==> src/rtl/irp_pkg.sv <==
package irp_pkg;
  // fractional bits of the reuse accumulator and of the stretch
  localparam int FRAC_W = 4;
  typedef enum logic {PH_IDLE = 1'b0, PH_RUN = 1'b1} phase_t;
endpackage

==> src/rtl/irp_fifo.sv <==
module irp_fifo #(
  parameter int W     = 16,
  parameter int DEPTH = 4
) (
  input  logic                       clk,
  input  logic                       rst_n,
  input  logic                       flush,
  input  logic                       push,
  input  logic [W-1:0]               din,
  input  logic                       pop,
  output logic [W-1:0]               dout,
  output logic                       full,
  output logic                       empty,
  output logic [$clog2(DEPTH):0]     level
);
  localparam int AW = $clog2(DEPTH);

  logic [W-1:0] mem [DEPTH];
  logic [AW:0]  wp_q, wp_n, rp_q, rp_n;

  always_comb begin
    wp_n = wp_q;
    rp_n = rp_q;
    if (flush) begin
      wp_n = '0;
      rp_n = '0;
    end else begin
      if (push) wp_n = wp_q + 1'b1;
      if (pop)  rp_n = rp_q + 1'b1;
    end
  end

  always_ff @(posedge clk or negedge rst_n) begin
    if (!rst_n) begin
      wp_q <= '0;
      rp_q <= '0;
    end else begin
      wp_q <= wp_n;
      rp_q <= rp_n;
    end
  end

  always_ff @(posedge clk) begin
    if (push) mem[wp_q[AW-1:0]] <= din;
  end

  assign level = wp_q - rp_q;
  assign empty = (wp_q == rp_q);
  assign full  = (wp_q[AW-1:0] == rp_q[AW-1:0]) && (wp_q[AW] != rp_q[AW]);
  assign dout  = mem[rp_q[AW-1:0]];
endmodule

==> src/rtl/irp_reuse_ctl.sv <==
module irp_reuse_ctl #(
  parameter int CNT_W = 8
) (
  input  logic                                   clk,
  input  logic                                   rst_n,
  input  logic                                   load,
  input  logic                                   load_reuse,
  input  logic [CNT_W-1:0]                       load_repeat,
  input  logic [CNT_W+irp_pkg::FRAC_W-1:0]       load_stretch,
  input  logic                                   read,
  output logic                                   retire,
  output logic [CNT_W+1:0]                       served,
  output logic [CNT_W+1:0]                       eff
);
  localparam int FW    = irp_pkg::FRAC_W;
  localparam int IW    = CNT_W + 2;
  localparam int ACC_W = IW + FW;
  localparam int STR_W = CNT_W + FW;

  logic [ACC_W-1:0] acc_q, acc_n;
  logic [STR_W-1:0] str_q, str_n;
  logic [IW-1:0]    srv_q, srv_n;
  logic             reuse_q, reuse_n;
  logic [IW-1:0]    whole;

  // integer part, floor for negative values
  assign whole  = acc_q[ACC_W-1:FW];
  assign eff    = (whole[IW-1] || (whole == '0)) ? IW'(1) : whole;
  assign retire = read && (!reuse_q || ((srv_q + IW'(1)) >= eff));
  assign served = srv_q;

  always_comb begin
    acc_n   = acc_q;
    str_n   = str_q;
    srv_n   = srv_q;
    reuse_n = reuse_q;
    if (load) begin
      acc_n   = {2'b00, load_repeat, {FW{1'b0}}};
      str_n   = load_stretch;
      srv_n   = '0;
      reuse_n = load_reuse;
    end else if (retire) begin
      srv_n = '0;
      acc_n = acc_q + {{2{str_q[STR_W-1]}}, str_q};
    end else if (read) begin
      srv_n = srv_q + IW'(1);
    end
  end

  always_ff @(posedge clk or negedge rst_n) begin
    if (!rst_n) begin
      acc_q   <= '0;
      str_q   <= '0;
      srv_q   <= '0;
      reuse_q <= 1'b0;
    end else begin
      acc_q   <= acc_n;
      str_q   <= str_n;
      srv_q   <= srv_n;
      reuse_q <= reuse_n;
    end
  end
endmodule

==> src/rtl/irp_port.sv <==
module irp_port #(
  parameter int DATA_W = 16,
  parameter int LANES  = 4,
  parameter int DEPTH  = 4,
  parameter int CNT_W  = 8,
  parameter int LEN_W  = 16
) (
  input  logic                              clk,
  input  logic                              rst_n,
  input  logic                              cfg_load,
  input  logic                              cfg_reuse,
  input  logic [CNT_W-1:0]                  cfg_repeat,
  input  logic [CNT_W+irp_pkg::FRAC_W-1:0]  cfg_stretch,
  input  logic [LEN_W-1:0]                  cfg_total,
  input  logic                              wr_valid,
  output logic                              wr_ready,
  input  logic [DATA_W-1:0]                 wr_data,
  input  logic [LANES-1:0]                  wr_pred,
  output logic                              rd_valid,
  input  logic                              rd_ready,
  output logic [DATA_W-1:0]                 rd_data,
  output logic [LANES-1:0]                  rd_pred,
  output logic                              active,
  output logic                              done
);
  import irp_pkg::*;
  localparam int LVL_W = $clog2(DEPTH) + 1;
  localparam int CW    = CNT_W + 2;

  // reset: asserted asynchronously, released after two clock edges
  logic rst_s1, rst_sync_n;
  always_ff @(posedge clk or negedge rst_n) begin
    if (!rst_n) begin
      rst_s1     <= 1'b0;
      rst_sync_n <= 1'b0;
    end else begin
      rst_s1     <= 1'b1;
      rst_sync_n <= rst_s1;
    end
  end

  phase_t           ph_q, ph_n;
  logic [LEN_W-1:0] remain_q, remain_n;
  logic             done_q, done_n;
  logic             load_ok, push, read, retire;
  logic             full_d, empty_d, full_p, empty_p;
  logic [LVL_W-1:0] lvl_d, lvl_p;
  logic [CW-1:0]    served, eff;

  assign active   = (ph_q == PH_RUN);
  assign load_ok  = cfg_load && !active;
  assign wr_ready = active && !full_d;
  assign push     = wr_valid && wr_ready;
  assign rd_valid = active && !empty_d;
  assign read     = rd_valid && rd_ready;
  assign done     = done_q;

  irp_fifo #(.W(DATA_W), .DEPTH(DEPTH)) u_data_q (
    .clk(clk), .rst_n(rst_sync_n), .flush(load_ok), .push(push), .din(wr_data),
    .pop(retire), .dout(rd_data), .full(full_d), .empty(empty_d), .level(lvl_d)
  );

  irp_fifo #(.W(LANES), .DEPTH(DEPTH)) u_pred_q (
    .clk(clk), .rst_n(rst_sync_n), .flush(load_ok), .push(push), .din(wr_pred),
    .pop(retire), .dout(rd_pred), .full(full_p), .empty(empty_p), .level(lvl_p)
  );

  irp_reuse_ctl #(.CNT_W(CNT_W)) u_reuse (
    .clk(clk), .rst_n(rst_sync_n), .load(load_ok), .load_reuse(cfg_reuse),
    .load_repeat(cfg_repeat), .load_stretch(cfg_stretch), .read(read),
    .retire(retire), .served(served), .eff(eff)
  );

  always_comb begin
    ph_n     = ph_q;
    remain_n = remain_q;
    done_n   = 1'b0;
    if (load_ok) begin
      remain_n = cfg_total;
      if (cfg_total == '0) done_n = 1'b1;
      else                 ph_n   = PH_RUN;
    end else if (retire) begin
      remain_n = remain_q - 1'b1;
      if (remain_q == LEN_W'(1)) begin
        ph_n   = PH_IDLE;
        done_n = 1'b1;
      end
    end
  end

  always_ff @(posedge clk or negedge rst_sync_n) begin
    if (!rst_sync_n) begin
      ph_q     <= PH_IDLE;
      remain_q <= '0;
      done_q   <= 1'b0;
    end else begin
      ph_q     <= ph_n;
      remain_q <= remain_n;
      done_q   <= done_n;
    end
  end
endmodule

==> config.mk <==
export PLATFORM = sky130hd
export DESIGN_NAME = irp_port
export DESIGN_NICKNAME = d
export VERILOG_FILES = /design/src/rtl/irp_pkg.sv /design/src/rtl/irp_fifo.sv /design/src/rtl/irp_reuse_ctl.sv /design/src/rtl/irp_port.sv
export SDC_FILE = /design/constraint.sdc
export NUM_CORES = 1
export LEC_CHECK = 0
export ABC_AREA = 1
export BUFFER_PORTS_ARGS = -buffer_cell sky130_fd_sc_hd__buf_2
export CAP_MARGIN = 30
export CORE_MARGIN = 5
export CORE_UTILIZATION = 40
export DETAILED_ROUTE_END_ITERATION = 8
export SLEW_MARGIN = 10
export SYNTH_ARGS = -nofsm -noshare
export SYNTH_HDL_FRONTEND = slang
export SYNTH_SLANG_ARGS = --single-unit
==> constraint.sdc <==
create_clock -name clk -period 1.9 [get_ports clk]
set_input_delay 0.38 -clock clk [delete_from_list [all_inputs] [get_ports clk]]
set_output_delay 0.38 -clock clk [all_outputs]
set_load 0.03 [all_outputs]
==> impl_metrics.yaml <==
clocking:
  cts_max_path_buffers: 2
  cts_max_level: 4
  insertion_delay_ns: 0.42
  clock-root-buffer: "clkbuf_16"
  cts_tree: "yes"
  path_clk_slew_ns: 0.07
  cts_sinks: 147
  cts_buffers: 17
worst_setup_path:
  r2r_end: "u_reuse.acc_q[5]"
  startpoint: "u_reuse.served[1]"
  cp-end-kind: "flop"
  cp-start-kind: "flop"
  required_ns: 2.21
  worstPathArrival_ns: 2.67
  crit_fanout: 8
  worstSetupPathType: "flop to flop"
  crit_end: "u_reuse.acc_q[5]"
  r2r_start: "u_reuse.served[1]"
  ff2ff_setup_slack_ns: -0.46
  reg2reg_depth: 15
timing:
  clock_skew_ns: 0.009236
  period_needed_ns: 2.362
  tightest_slew_ns: 0.5042
  finalSetupViolCount: 65
  rsz0062_at_grt: "yes"
  relSlewSlack: 0.6639
  slew_viol_final: 0
  finalHoldViolCount: 0
  min_period_over_period: 1.243
  fmax_mhz: 423.3
  fin_setup_tns_ns: -21.55
  worst_slack_ns: -0.4623
worst_hold_path:
  hold_depth: 3
  min_from: "cfg_reuse"
  hp-class: "primary input to flop"
global_routing:
  track_usage: 0.1721
  antenna_found_initial: 2
  gr-total-overflow: 0
  grt_pass1_wl_mm: 30.31
  grt_pass1_vias: 6170
  grt_max_degree: 47
floorplanning:
  start_util: 0.4069
  ios: 86
  die_w_um: 148.2
  die_h_um: 148.2
  core_um2: 18770
  placementRows: 50
  dieArea_um2: 21950
final_layout:
  num_antenna_cells: 0
  nFillCells: 1655
  fin_area_um2: 10320
  stdcell_count: 1270
  drive_gt1_frac: 0.2819
  syn_to_final_growth_pct: 35.21
  nNetsFinal: 1121
  post-route-util: 0.5501
placement:
  gp_congestion: 0.8334
  placed_cell_area_um2: 8798
  io_buffer_count: 85
  hpwl_mm: 12.75
  dpl.cell_count: 1216
logic_synthesis:
  syn-mean-instance-area_um2: 8.818
  synth.top_cells.by_count: "nand2_1 (255), nor2_1 (91), edfxtp_1 (80), nand3_1 (80), inv_1 (72)"
  synth_top_cell_by_area: "edfxtp_1"
  seq_area_frac_synth: 0.5342
  ys_seq_elements: 147
  syn_area_um2: 7636
  synth_cell_types: 34
  yosysWarnings: 0
  yosysMostFrequentCell: "nand2_1"
  syn_inst: 866
  yosys-top-cells-area: "edfxtp_1 (31%), dfrtp_1 (22%), nand2_1 (13%)"
  synthFlopType: "edfxtp_1"
  async_reset_ff_frac: 0.4558
  netlist.area_leader.share: 0.3146
  synth-edff-count: 80
job:
  maxCapViolCount: 0
routing:
  drc: 0
  drt_iter0_drc: 325
  ant_nets: 0
  postRouteWirelength_mm: 19.43
  vias_per_cell: 5.020
  drtPass1Iterations: 6
  vias: 6376
  wl_per_cell_um: 15.30
power:
  leakage_nw: 4.771
  power.density_nw_per_um2: 1659
  worst_ir_drop_vdd_mv: 1.220
run_status:
  violations: "setup timing"
  outcome: "finished with violations"
logic make-up (layout without fill, tap and decap cells):
group,Yosys count,count (layout),share of synthesized area
buffers and inverters,104,272,0.05522
AND/OR/NAND/NOR,464,465,0.2587
XOR/XNOR,25,25,0.02867
adder cells (fa/ha/maj),36,36,0.05997
flip-flops,147,147,0.5342
other,1,2,0.0004911
AO/OA/AOI/OAI,89,89,0.06276
cell usage in the layout (no fill, tap or decap), types with 3 or more instances in the layout:
cell type,netlist,final
a21oi_1,8,8
o21ai_4,0,6
dfrtp_1,67,65
o22ai_2,0,10
nand3_1,80,73
xor2_1,17,17
inv_6,0,3
o21ai_0,57,31
o21ai_2,0,9
xnor2_1,8,8
o22ai_1,20,10
nand3b_1,6,6
nor2_1,91,59
buf_4,0,58
o21ai_1,0,11
nand3_4,0,3
nand4_1,18,18
nor3_1,4,4
nand3_2,1,5
ha_1,35,33
inv_1,72,67
nand2_2,2,12
edfxtp_1,80,80
nor2_2,0,17
buf_12,0,10
inv_2,2,4
nand2_8,1,3
inv_8,0,6
buf_2,9,67
nand2_1,255,243
nor2_4,0,15
clkbuf_16,0,23
nor4_1,4,3
buf_8,0,4
buf_6,2,18
stage by stage:
step | setup WS (ns) | hold slack, ns | power (mW)
4_1_cts | -0.4317 | 0.1373 | 15.48
3_3_place_gp | -0.6135 | 0.1685 | 11.62
2_1_floorplan | -0.3020 | 0.08441 | 9.510
5_1_grt | -0.6053 | 0.1344 | 18.36
3_5_place_dp | -0.5678 | 0.1689 | 11.68
6_report | -0.4623 | 0.1513 | 17.13
area by class of cell:
class                           instances  area, µm²  share of cell area
Clock buffer                           17      425.4             0.04120
Clock inverter                         15      180.2             0.01745
Inverter                               76      311.5             0.03017
Multi-Input combinational cell        617       3640              0.3525
Sequential cell                       147       4081              0.3953
Tap cell                              234      292.8             0.02836
Timing Repair Buffer                  164       1394              0.1350
per-layer routing:
layer	vias to the layer above	GRT usage	wire length [µm]
met4	4	0.03926	120
met3	15	0.05241	1099
met5	-	0	24
li1	3202	-	-
met2	125	0.2973	9757
met1	3030	0.2128	8431
how the worst min path moves through the flow:
stage	to	slack (ns)
6_report	u_reuse.reuse_q	0.15
5_1_grt	u_reuse.reuse_q	0.13
4_1_cts	u_reuse.reuse_q	0.14
3_5_place_dp	rst_s1	0.17
3_3_place_gp	rst_s1	0.17
2_1_floorplan	rst_s1	0.08
state kept, by name, summed over array words and instances (netlist names):
register	flops
u_reuse.served	10
u_pred_q.rp_q	2
remain_q	16
u_data_q.mem	64
u_reuse.reuse_q	1
rst_sync_n	1
u_reuse.acc_q	14
u_data_q.wp_q	3
active	1
rst_s1	1
u_data_q.rp_q	3
u_reuse.str_q	12
u_pred_q.mem	16
u_pred_q.wp_q	2
done	1
report_power, final:
group          switching (mW)  internal, mW  leakage (nW)
logic                    5.07          3.71          2.88
registers               0.637          4.30          1.60
clock network            1.53          1.89         0.292
total                    7.23          9.90          4.77
repair_timing:
action	4_1_cts	5_1_grt
hold endpoints to repair	2	0
endpoints found under the setup margin	69	146
gates resized for setup	32	155
gates cloned	0	9
buffers inserted	2	10
hold buffers	1	0
pin swaps	7	32
critical path: stages, from the launching register on:
cell and delay [ns]:
dfrtp_1 0.44, ha_4 0.18, nand3_4 0.09, nor2_4 0.14, nand3_1 0.08, nand2_1 0.08
nand2_2 0.07, ha_4 0.26, nand2_2 0.07, nor2_4 0.13, nand3_2 0.10, nand3_4 0.14
nand2_8 0.14, clkbuf_16 0.20, nand3_1 0.07, nand3_1 0.06
Note: power is estimated with default switching activity, not from simulation.
